`config.mk`:
```
export PLATFORM = sky130hd
export DESIGN_NAME = lbox_scaler_top
export DESIGN_NICKNAME = d
export VERILOG_FILES = /design/src/rtl/lbox_pkg.sv /design/src/rtl/lbox_raster_cnt.sv /design/src/rtl/lbox_region_decode.sv /design/src/rtl/lbox_color_stage.sv /design/src/rtl/lbox_scaler_top.sv
export SDC_FILE = /design/constraint.sdc
export NUM_CORES = 1
export LEC_CHECK = 0
export BUFFER_PORTS_ARGS = -buffer_cell sky130_fd_sc_hd__buf_2
export CORE_MARGIN = 2
export CORE_UTILIZATION = 53
export CTS_BUF_LIST = sky130_fd_sc_hd__clkbuf_16
export CTS_CLUSTER_DIAMETER = 50
export DETAILED_ROUTE_END_ITERATION = 7
export PLACE_DENSITY = 0.77
export SETUP_SLACK_MARGIN = 0.3
export SKIP_LAST_GASP = 1
export SLEW_MARGIN = 20
export SYNTH_ARGS = -nofsm -noshare
export SYNTH_HDL_FRONTEND = slang
export SYNTH_SLANG_ARGS = --single-unit
```
`constraint.sdc`:
```
create_clock -name clk -period 2.1 [get_ports clk]
set_input_delay 0.21 -clock clk [delete_from_list [all_inputs] [get_ports clk]]
set_output_delay 0.21 -clock clk [all_outputs]
set_load 0.005 [all_outputs]
```
`src/rtl/lbox_pkg.sv`:
```
package lbox_pkg;
  // Colour widths shared by the colour stage and the top.
  localparam int SRC_CH_W = 5;
  localparam int DST_CH_W = 8;
  localparam int N_CH     = 3;
  localparam int SRC_PIX_W = SRC_CH_W * N_CH;
  localparam int DST_PIX_W = DST_CH_W * N_CH;
endpackage

```
`src/rtl/lbox_raster_cnt.sv`:
```
module lbox_raster_cnt #(
  parameter int H_TOT = 800,
  parameter int V_TOT = 525,
  parameter int HW    = $clog2(H_TOT),
  parameter int VW    = $clog2(V_TOT)
) (
  input  logic          clk,
  input  logic          rst,
  output logic [HW-1:0] h_pos,
  output logic [VW-1:0] v_pos
);
  localparam logic [HW-1:0] H_LAST = HW'(H_TOT - 1);
  localparam logic [VW-1:0] V_LAST = VW'(V_TOT - 1);

  always_ff @(posedge clk) begin
    if (rst) begin
      h_pos <= '0;
      v_pos <= '0;
    end else if (h_pos == H_LAST) begin
      h_pos <= '0;
      v_pos <= (v_pos == V_LAST) ? '0 : v_pos + 1'b1;
    end else begin
      h_pos <= h_pos + 1'b1;
    end
  end
endmodule

```
`src/rtl/lbox_region_decode.sv`:
```
module lbox_region_decode #(
  parameter int H_ACT = 640,
  parameter int H_FP  = 16,
  parameter int H_SW  = 96,
  parameter int V_ACT = 480,
  parameter int V_FP  = 10,
  parameter int V_SW  = 2,
  parameter int WIN_W = 256,
  parameter int WIN_H = 240,
  parameter int X0    = 192,
  parameter int Y0    = 120,
  parameter int HW    = 10,
  parameter int VW    = 10,
  parameter int GXW   = $clog2(WIN_W),
  parameter int GYW   = $clog2(WIN_H)
) (
  input  logic           clk,
  input  logic           rst,
  input  logic [HW-1:0]  h_in,
  input  logic [VW-1:0]  v_in,
  output logic [HW-1:0]  h_q,
  output logic [VW-1:0]  v_q,
  output logic           de_q,
  output logic           hs_n_q,
  output logic           vs_n_q,
  output logic           sof_q,
  output logic           win_q,
  output logic           req_vld,
  output logic [GXW-1:0] req_x,
  output logic [GYW-1:0] req_y
);
  localparam logic [HW-1:0] HA_L   = HW'(H_ACT);
  localparam logic [VW-1:0] VA_L   = VW'(V_ACT);
  localparam logic [HW-1:0] HS_BEG = HW'(H_ACT + H_FP);
  localparam logic [HW-1:0] HS_END = HW'(H_ACT + H_FP + H_SW);
  localparam logic [VW-1:0] VS_BEG = VW'(V_ACT + V_FP);
  localparam logic [VW-1:0] VS_END = VW'(V_ACT + V_FP + V_SW);
  localparam logic [HW-1:0] WX_BEG = HW'(X0);
  localparam logic [HW-1:0] WX_END = HW'(X0 + WIN_W);
  localparam logic [VW-1:0] WY_BEG = VW'(Y0);
  localparam logic [VW-1:0] WY_END = VW'(Y0 + WIN_H);

  logic act_c, hs_c, vs_c, win_c, sof_c;

  always_comb begin
    act_c = (h_in < HA_L) && (v_in < VA_L);
    hs_c  = (h_in >= HS_BEG) && (h_in < HS_END);
    vs_c  = (v_in >= VS_BEG) && (v_in < VS_END);
    win_c = (h_in >= WX_BEG) && (h_in < WX_END) &&
            (v_in >= WY_BEG) && (v_in < WY_END);
    sof_c = (h_in == '0) && (v_in == '0);
  end

  always_ff @(posedge clk) begin
    if (rst) begin
      h_q     <= '0;
      v_q     <= '0;
      de_q    <= 1'b0;
      hs_n_q  <= 1'b1;
      vs_n_q  <= 1'b1;
      sof_q   <= 1'b0;
      win_q   <= 1'b0;
      req_vld <= 1'b0;
      req_x   <= '0;
      req_y   <= '0;
    end else begin
      h_q     <= h_in;
      v_q     <= v_in;
      de_q    <= act_c;
      hs_n_q  <= ~hs_c;
      vs_n_q  <= ~vs_c;
      sof_q   <= sof_c;
      win_q   <= win_c;
      req_vld <= win_c;
      req_x   <= win_c ? GXW'(h_in - WX_BEG) : '0;
      req_y   <= win_c ? GYW'(v_in - WY_BEG) : '0;
    end
  end
endmodule

```
`src/rtl/lbox_color_stage.sv`:
```
module lbox_color_stage #(
  parameter int SRC_CH_W = lbox_pkg::SRC_CH_W,
  parameter int DST_CH_W = lbox_pkg::DST_CH_W,
  parameter int N_CH     = lbox_pkg::N_CH
) (
  input  logic                       clk,
  input  logic                       rst,
  input  logic                       show,
  input  logic [SRC_CH_W*N_CH-1:0]   px,
  output logic [DST_CH_W*N_CH-1:0]   rgb_q
);
  localparam int REP_W = DST_CH_W - SRC_CH_W;

  for (genvar k = 0; k < N_CH; k++) begin : g_ch
    logic [SRC_CH_W-1:0] c;
    assign c = px[k*SRC_CH_W +: SRC_CH_W];
    always_ff @(posedge clk) begin
      if (rst)       rgb_q[k*DST_CH_W +: DST_CH_W] <= '0;
      else if (show) rgb_q[k*DST_CH_W +: DST_CH_W] <= {c, c[SRC_CH_W-1 -: REP_W]};
      else           rgb_q[k*DST_CH_W +: DST_CH_W] <= '0;
    end
  end
endmodule

```
`src/rtl/lbox_scaler_top.sv`:
```
module lbox_scaler_top #(
  parameter int H_ACT = 640,
  parameter int H_FP  = 16,
  parameter int H_SW  = 96,
  parameter int H_BP  = 48,
  parameter int V_ACT = 480,
  parameter int V_FP  = 10,
  parameter int V_SW  = 2,
  parameter int V_BP  = 33,
  parameter int WIN_W = 256,
  parameter int WIN_H = 240,
  parameter int X0    = (H_ACT - WIN_W) / 2,
  parameter int Y0    = (V_ACT - WIN_H) / 2,
  localparam int H_TOT = H_ACT + H_FP + H_SW + H_BP,
  localparam int V_TOT = V_ACT + V_FP + V_SW + V_BP,
  localparam int HW    = $clog2(H_TOT),
  localparam int VW    = $clog2(V_TOT),
  localparam int GXW   = $clog2(WIN_W),
  localparam int GYW   = $clog2(WIN_H),
  localparam int PW    = lbox_pkg::SRC_PIX_W,
  localparam int OW    = lbox_pkg::DST_PIX_W
) (
  input  logic           clk,
  input  logic           rst,
  input  logic [PW-1:0]  px_in,
  output logic           req_vld,
  output logic [GXW-1:0] req_x,
  output logic [GYW-1:0] req_y,
  output logic [HW-1:0]  disp_x,
  output logic [VW-1:0]  disp_y,
  output logic           hs_n,
  output logic           vs_n,
  output logic           disp_en,
  output logic           sof,
  output logic [OW-1:0]  rgb_out
);
  logic [HW-1:0] cnt_h;
  logic [VW-1:0] cnt_v;

  lbox_raster_cnt #(.H_TOT(H_TOT), .V_TOT(V_TOT), .HW(HW), .VW(VW)) u_cnt (
    .clk(clk), .rst(rst), .h_pos(cnt_h), .v_pos(cnt_v)
  );

  // Stage 1: decoded position, request issued here.
  logic [HW-1:0] s1_h;
  logic [VW-1:0] s1_v;
  logic          s1_de, s1_hs_n, s1_vs_n, s1_sof, s1_win;

  lbox_region_decode #(
    .H_ACT(H_ACT), .H_FP(H_FP), .H_SW(H_SW),
    .V_ACT(V_ACT), .V_FP(V_FP), .V_SW(V_SW),
    .WIN_W(WIN_W), .WIN_H(WIN_H), .X0(X0), .Y0(Y0),
    .HW(HW), .VW(VW), .GXW(GXW), .GYW(GYW)
  ) u_dec (
    .clk(clk), .rst(rst), .h_in(cnt_h), .v_in(cnt_v),
    .h_q(s1_h), .v_q(s1_v), .de_q(s1_de), .hs_n_q(s1_hs_n),
    .vs_n_q(s1_vs_n), .sof_q(s1_sof), .win_q(s1_win),
    .req_vld(req_vld), .req_x(req_x), .req_y(req_y)
  );

  // Stage 2: waits while the source fetches the pixel.
  logic [HW-1:0] s2_h;
  logic [VW-1:0] s2_v;
  logic          s2_de, s2_hs_n, s2_vs_n, s2_sof, s2_win;

  always_ff @(posedge clk) begin
    if (rst) begin
      s2_h <= '0; s2_v <= '0; s2_de <= 1'b0;
      s2_hs_n <= 1'b1; s2_vs_n <= 1'b1; s2_sof <= 1'b0; s2_win <= 1'b0;
    end else begin
      s2_h <= s1_h; s2_v <= s1_v; s2_de <= s1_de;
      s2_hs_n <= s1_hs_n; s2_vs_n <= s1_vs_n; s2_sof <= s1_sof; s2_win <= s1_win;
    end
  end

  // Stage 3: output registers.
  always_ff @(posedge clk) begin
    if (rst) begin
      disp_x <= '0; disp_y <= '0; disp_en <= 1'b0;
      hs_n <= 1'b1; vs_n <= 1'b1; sof <= 1'b0;
    end else begin
      disp_x <= s2_h; disp_y <= s2_v; disp_en <= s2_de;
      hs_n <= s2_hs_n; vs_n <= s2_vs_n; sof <= s2_sof;
    end
  end

  lbox_color_stage u_col (
    .clk(clk), .rst(rst), .show(s2_win), .px(px_in), .rgb_q(rgb_out)
  );
endmodule

```
After elaboration in Yosys (flattened, before gate mapping)
Cells that the tools add are included.
- bits in registers: 134
- input bits: 17
- logic and storage cells: 60
- $add $sub $neg: 4
- magnitude comparators: 10
- eq/ne operators: 2
- multiplexer cells: 1
- bitwise operators: 4
- reduce and logical (&&, ||, !) cells: 12
- operator list (kind ; count):
    $lt A10 B9 Y1 const B ; 4
    $add A10 B1 Y10 const B ; 2
    $eq A10 B10 Y1 const B ; 2
    $logic_not A10 Y1 ; 2
    $lt A10 B10 Y1 const B ; 2
    $ge A10 B10 Y1 const B ; 1
    $ge A10 B7 Y1 const B ; 1
    $ge A10 B8 Y1 const B ; 1
    $ge A10 B9 Y1 const B ; 1
    $mux W10 ; 1
    $sub A8 B7 Y8 const B ; 1
    $sub A8 B8 Y8 const B ; 1
    $logic_and A1 B1 Y1 ; 7
    $reduce_or A2 Y1 ; 3
    $not A1 Y1 ; 4

Logic depth before layout (Yosys ltp)
- word-level depth: 6
- depth in mapped cells: 7
- gate-level depth less buffers: 6

By module
From an unflattened synthesis, not the netlist that was laid out.
- cells, all modules: 379
- area, all modules: 4142.7 um^2
- by module, submodules not included (module ; instances ; cells an instance ; area each (um^2)):
    lbox_region_decode ; 1 ; 126 ; 1372.6
    lbox_scaler_top ; 1 ; 103 ; 1326.3
    lbox_raster_cnt ; 1 ; 109 ; 919.6
    lbox_color_stage ; 1 ; 41 ; 524.3

Least setup slack after synthesis
Ideal clock, no wire load.
- path kind: register to register
- start point: register u_cnt.v_pos[3]
- end point: register u_dec.req_x[5]
- setup time: 59 ps
- arrival time: 1738 ps
- setup slack: 302 ps
- cell stages (with the launch flop): 7
- buffers on the path: 1
- period minus slack after synthesis: 1798 ps
- cells stage by stage: dfxtp_1 > ha_1 > or4b_1 > a21o_1 > a211oi_2 > buf_6 > and2_1
- cells in the longest elaborated chain, start to end: 5
- elaborated cells on any way between the ends: 6
- ends and longest elaborated chain (what ; RTL line ; RTL):
    start, declared ; lbox_raster_cnt.sv:10 ; output logic [VW-1:0] v_pos
    start signal, assigned ; lbox_raster_cnt.sv:21 ; v_pos <= (v_pos == V_LAST) ? '0 : v_pos + 1'b1;
    $ge A10 B7 Y1 ; lbox_region_decode.sv:50 ; (v_in >= WY_BEG) && (v_in < WY_END);
    $logic_and A1 B1 Y1 ; lbox_region_decode.sv:49 ; win_c = (h_in >= WX_BEG) && (h_in < WX_END) &&
    $logic_and A1 B1 Y1 (*) ; lbox_region_decode.sv:50 ;
    $not A1 Y1 (no line) (*) ; - ;
    $reduce_or A2 Y1 (no line) (*) ; - ;
    end signal, assigned ; lbox_region_decode.sv:75 ; req_x <= win_c ? GXW'(h_in - WX_BEG) : '0;
    end, declared ; lbox_region_decode.sv:29 ; output logic [GXW-1:0] req_x,
Every way passes the cells marked *; elsewhere a longest branch is shown, timed or not.
A chain may end at the register's enable or synchronous reset.

Worst setup path in the final report
- start point: register u_cnt.v_pos[4]
- end point: register u_dec.req_x[6]
Same word-level chain as after synthesis.

==> flow_metrics.tcl <==
set metrics [dict create \
    cts.sinks 125 \
    required_ns 2.45 \
    fillers 523 \
    finalInstanceArea_um2 5190 \
    synth-xor-area-share 0.04298 \
    root_buffer "clkbuf_16" \
    max_slew_margin 0.5367 \
    r2r_end "u_dec.req_x[6]" \
    utilization 0.7080 \
    whs_path_depth 2 \
    whs_ns 0.01011 \
    die_width_um 91.69 \
    met2_usage 0.3021 \
    synthAdderAreaFrac 0.02763 \
    io_buffers 81 \
    overflow 0 \
    vias 2696 \
    grt_pass1_vias 2656 \
    yosysUniqueCellTypes 32 \
    cp_slowest_stage_delay_ns 0.43 \
    grt_max_degree 72 \
    setup_viol 0 \
    synth_cells 387 \
    worstHoldStart "px_in[7]" \
    worst_ep_arrival_time_ns 2.10 \
    cts_buffer_depth 2 \
    ys_seq_area_frac 0.6141 \
    cp-start-kind "flip-flop" \
    post_cts.repair.setup_buffers 0 \
    fin_skew_ns 0.01152 \
    outcome "finished, final reports clean" \
    period_share 0.8348 \
    grt_pass1_wl_mm 12.11 \
    drc 0 \
    crit_type "reg2reg" \
    cts.htree.levels 4 \
    antenna_found_initial 0 \
    ff2ff_path_depth 6 \
    cpMaxStageDelayCell "or4b_1" \
    final_nets 494 \
    synth_compound_area_frac 0.01873 \
    cts_made_buffers 17 \
    synth_edf_count 0 \
    worst_skew_pair.late_latency_ns 0.41 \
    core_area_um2 7331 \
    grt_use_met1 0.2135 \
    min_to "u_col.rgb_q[13]" \
    reg2reg_from "u_cnt.v_pos[4]" \
    peakVddDrop_mv 0.7133 \
    avgSynthCellArea_um2 10.53 \
    yosys_warnings 0 \
    synthMuxAreaShare 0 \
    yosys.area_share.simple 0.2450 \
    wire_per_inst_um 12.52 \
    rsz0062_at_grt "yes" \
    num_io_pins 82 \
    placedInstanceArea_um2 4488 \
    drtIter0Drc 99 \
    syn_nets 413 \
    fin_tns_setup_ns 0 \
    grt_use_met3 0.06656 \
    synth_top_family_by_area "simple AND/OR/NAND/NOR gates" \
    num_antenna_cells 0 \
    dpl.hpwl_mm 4.441 \
    synth_flop_cell "dfxtp_1" \
    p_leak_uw 0.002239 \
    cts_tree "done" \
    tightestPinTransition_ns 0.6936 \
    slew_violations 0 \
    drive_gt1_frac 0.2723 \
    powerDensity_nw_per_um2 1033 \
    place_congestion 0.8681 \
    fmax_mhz 570.4 \
    num_rows 31 \
    timing.final.hold_violations 0 \
    dieArea_um2 8406 \
    ant_nets 0 \
    hold_path_class "in2reg" \
    initial_core_util 0.5559 \
    grt.total_usage 0.1852 \
    reg2reg_slack_ns 0.35 \
    ys_ff_latch 125 \
    drt-total-wl_mm 7.263 \
    top_usage_layer "met2" \
    cap_violations 0 \
    cp_max_fo 9 \
    areaGrowthSynthToFinish_pct 27.36 \
    finalCriticalPeriod_ns 1.753 \
    path_cells "ha_4 > or4b_1 > a21o_1 > a211oi_2 > buf_4 > and2_1" \
    drtPass1Iterations 4 \
    clk_pin_slew_ns 0.05 \
    vias_per_cell 4.648 \
    crit_path_end_kind "flip-flop" \
    synth_area_um2 4075 \
    synthArstFlopShare 0 \
    fp.dieH_um 91.69 \
]
==> metrics by stage <==
stage	std cells	worst slack [ns]	total power (uW)
6_report	580	0.3469	5360
5_1_grt	580	0.2790	5532
4_1_cts	579	0.2853	5403
3_5_place_dp	542	0.2907	2524
3_3_place_gp	542	0.3724	2521
2_1_floorplan	387	0.3021	2495
==> critical path: cells and delay by family (launching register included) <==
| kind | cells | cell delay [ns] |
|---|---|---|
| buf+inv | 1 | 0.20 |
| simple gates | 2 | 0.56 |
| compound gates | 2 | 0.42 |
| fa+ha+maj | 1 | 0.15 |
| flops | 1 | 0.36 |
==> where the power goes <==
part / switching (uW) / total (uW) / internal (uW)
Clock: 1020 / 2880 / 1860
Combinational: 44.6 / 83.1 / 38.4
Sequential: 10.3 / 2400 / 2390
==> synth_stat cells, drive strengths merged (2+ instances only) <==
master	count	area [um2]
dfxtp	125	2502
nor2b	60	375.4
nor2	36	135.1
and2	29	181.4
clkbuf	21	78.83
xnor2	15	131.4
nand3	13	65.06
buf	11	90.08
inv	11	41.29
nand2	10	37.54
ha	9	112.6
nor3	7	35.03
nand4	6	37.54
nor4	6	37.54
or2	5	31.28
xor2	5	43.79
a21oi	3	15.01
nor4b	2	17.52
==> logic make-up after synthesis <==
logic type | after synthesis
xor+xnor | 20
simple gates | 180
fa+ha+maj | 9
compound gates | 10
buf+inv | 43
flops | 125
==> cell usage in the layout (no fill, tap or decap), types with 2 or more instances in the layout <==
cell	count
dfxtp_1	123
clkinv_2	2
nand3_1	13
a21oi_1	3
and2_1	29
nor4b_1	2
or2_2	5
dfxtp_2	2
bufinv_16	3
nor3_1	7
clkinvlp_4	3
buf_4	7
nand2_1	10
clkbuf_16	17
ha_1	8
nor2_1	36
nor4_2	4
nor4_1	2
inv_6	3
clkinv_1	3
xnor2_1	15
buf_2	81
nor2b_1	60
dlygate4sd3_1	6
xor2_1	5
nand4_1	6
inv_1	11
==> per-layer routing <==
metal	vias up	routed length (um)	share of wire
met5	-	0	0
met4	0	123	0.017
met3	13	399	0.055
met2	79	3642	0.50
met1	1225	3098	0.43
li1	1379	-	-
==> flip-flops by register name, summed over array words and instances (netlist names), 8 cells and up <==
register     cells
u_cnt.v_pos     10
u_cnt.h_pos     10
u_col.rgb_q     15
u_dec.v_q       10
disp_y          10
u_dec.h_q       10
u_dec.req_y      8
u_dec.req_x      8
disp_x          10
s2_h            10
s2_v            10
==> final cells by class <==
cell class | instances | area, um2 | share of cell area
clock buffers | 17 | 425.4 | 0.08197
clock inverters | 15 | 168.9 | 0.03255
inverters | 11 | 41.29 | 0.007956
multi-input cells | 219 | 1408 | 0.2712
flip-flops and latches | 125 | 2505 | 0.4826
well taps | 99 | 123.9 | 0.02387
repair buffers | 94 | 518.0 | 0.09981
==> how the worst max path moves through the flow <==
stage	startpoint	end	cells after the start	slack (ns)
finish	u_cnt.v_pos[4]	u_dec.req_x[6]	6	0.35
global route	u_cnt.v_pos[7]	u_dec.req_y[3]	5	0.28
CTS	u_cnt.v_pos[4]	u_dec.req_x[6]	6	0.29
detailed placement	u_cnt.v_pos[3]	u_dec.req_y[3]	6	0.29
global placement	u_cnt.v_pos[3]	u_dec.req_y[3]	6	0.37
floorplan	u_cnt.v_pos[3]	u_dec.req_x[5]	6	0.30
==> repair_timing <==
item,CTS,global route
endpoints found under the hold margin,5,1
setup endpoints to repair,12,24
pin swaps,0,0
gates resized for setup,1,8
hold buffers,5,1
gates cloned,0,0
Note: power is estimated with default switching activity, not from simulation.
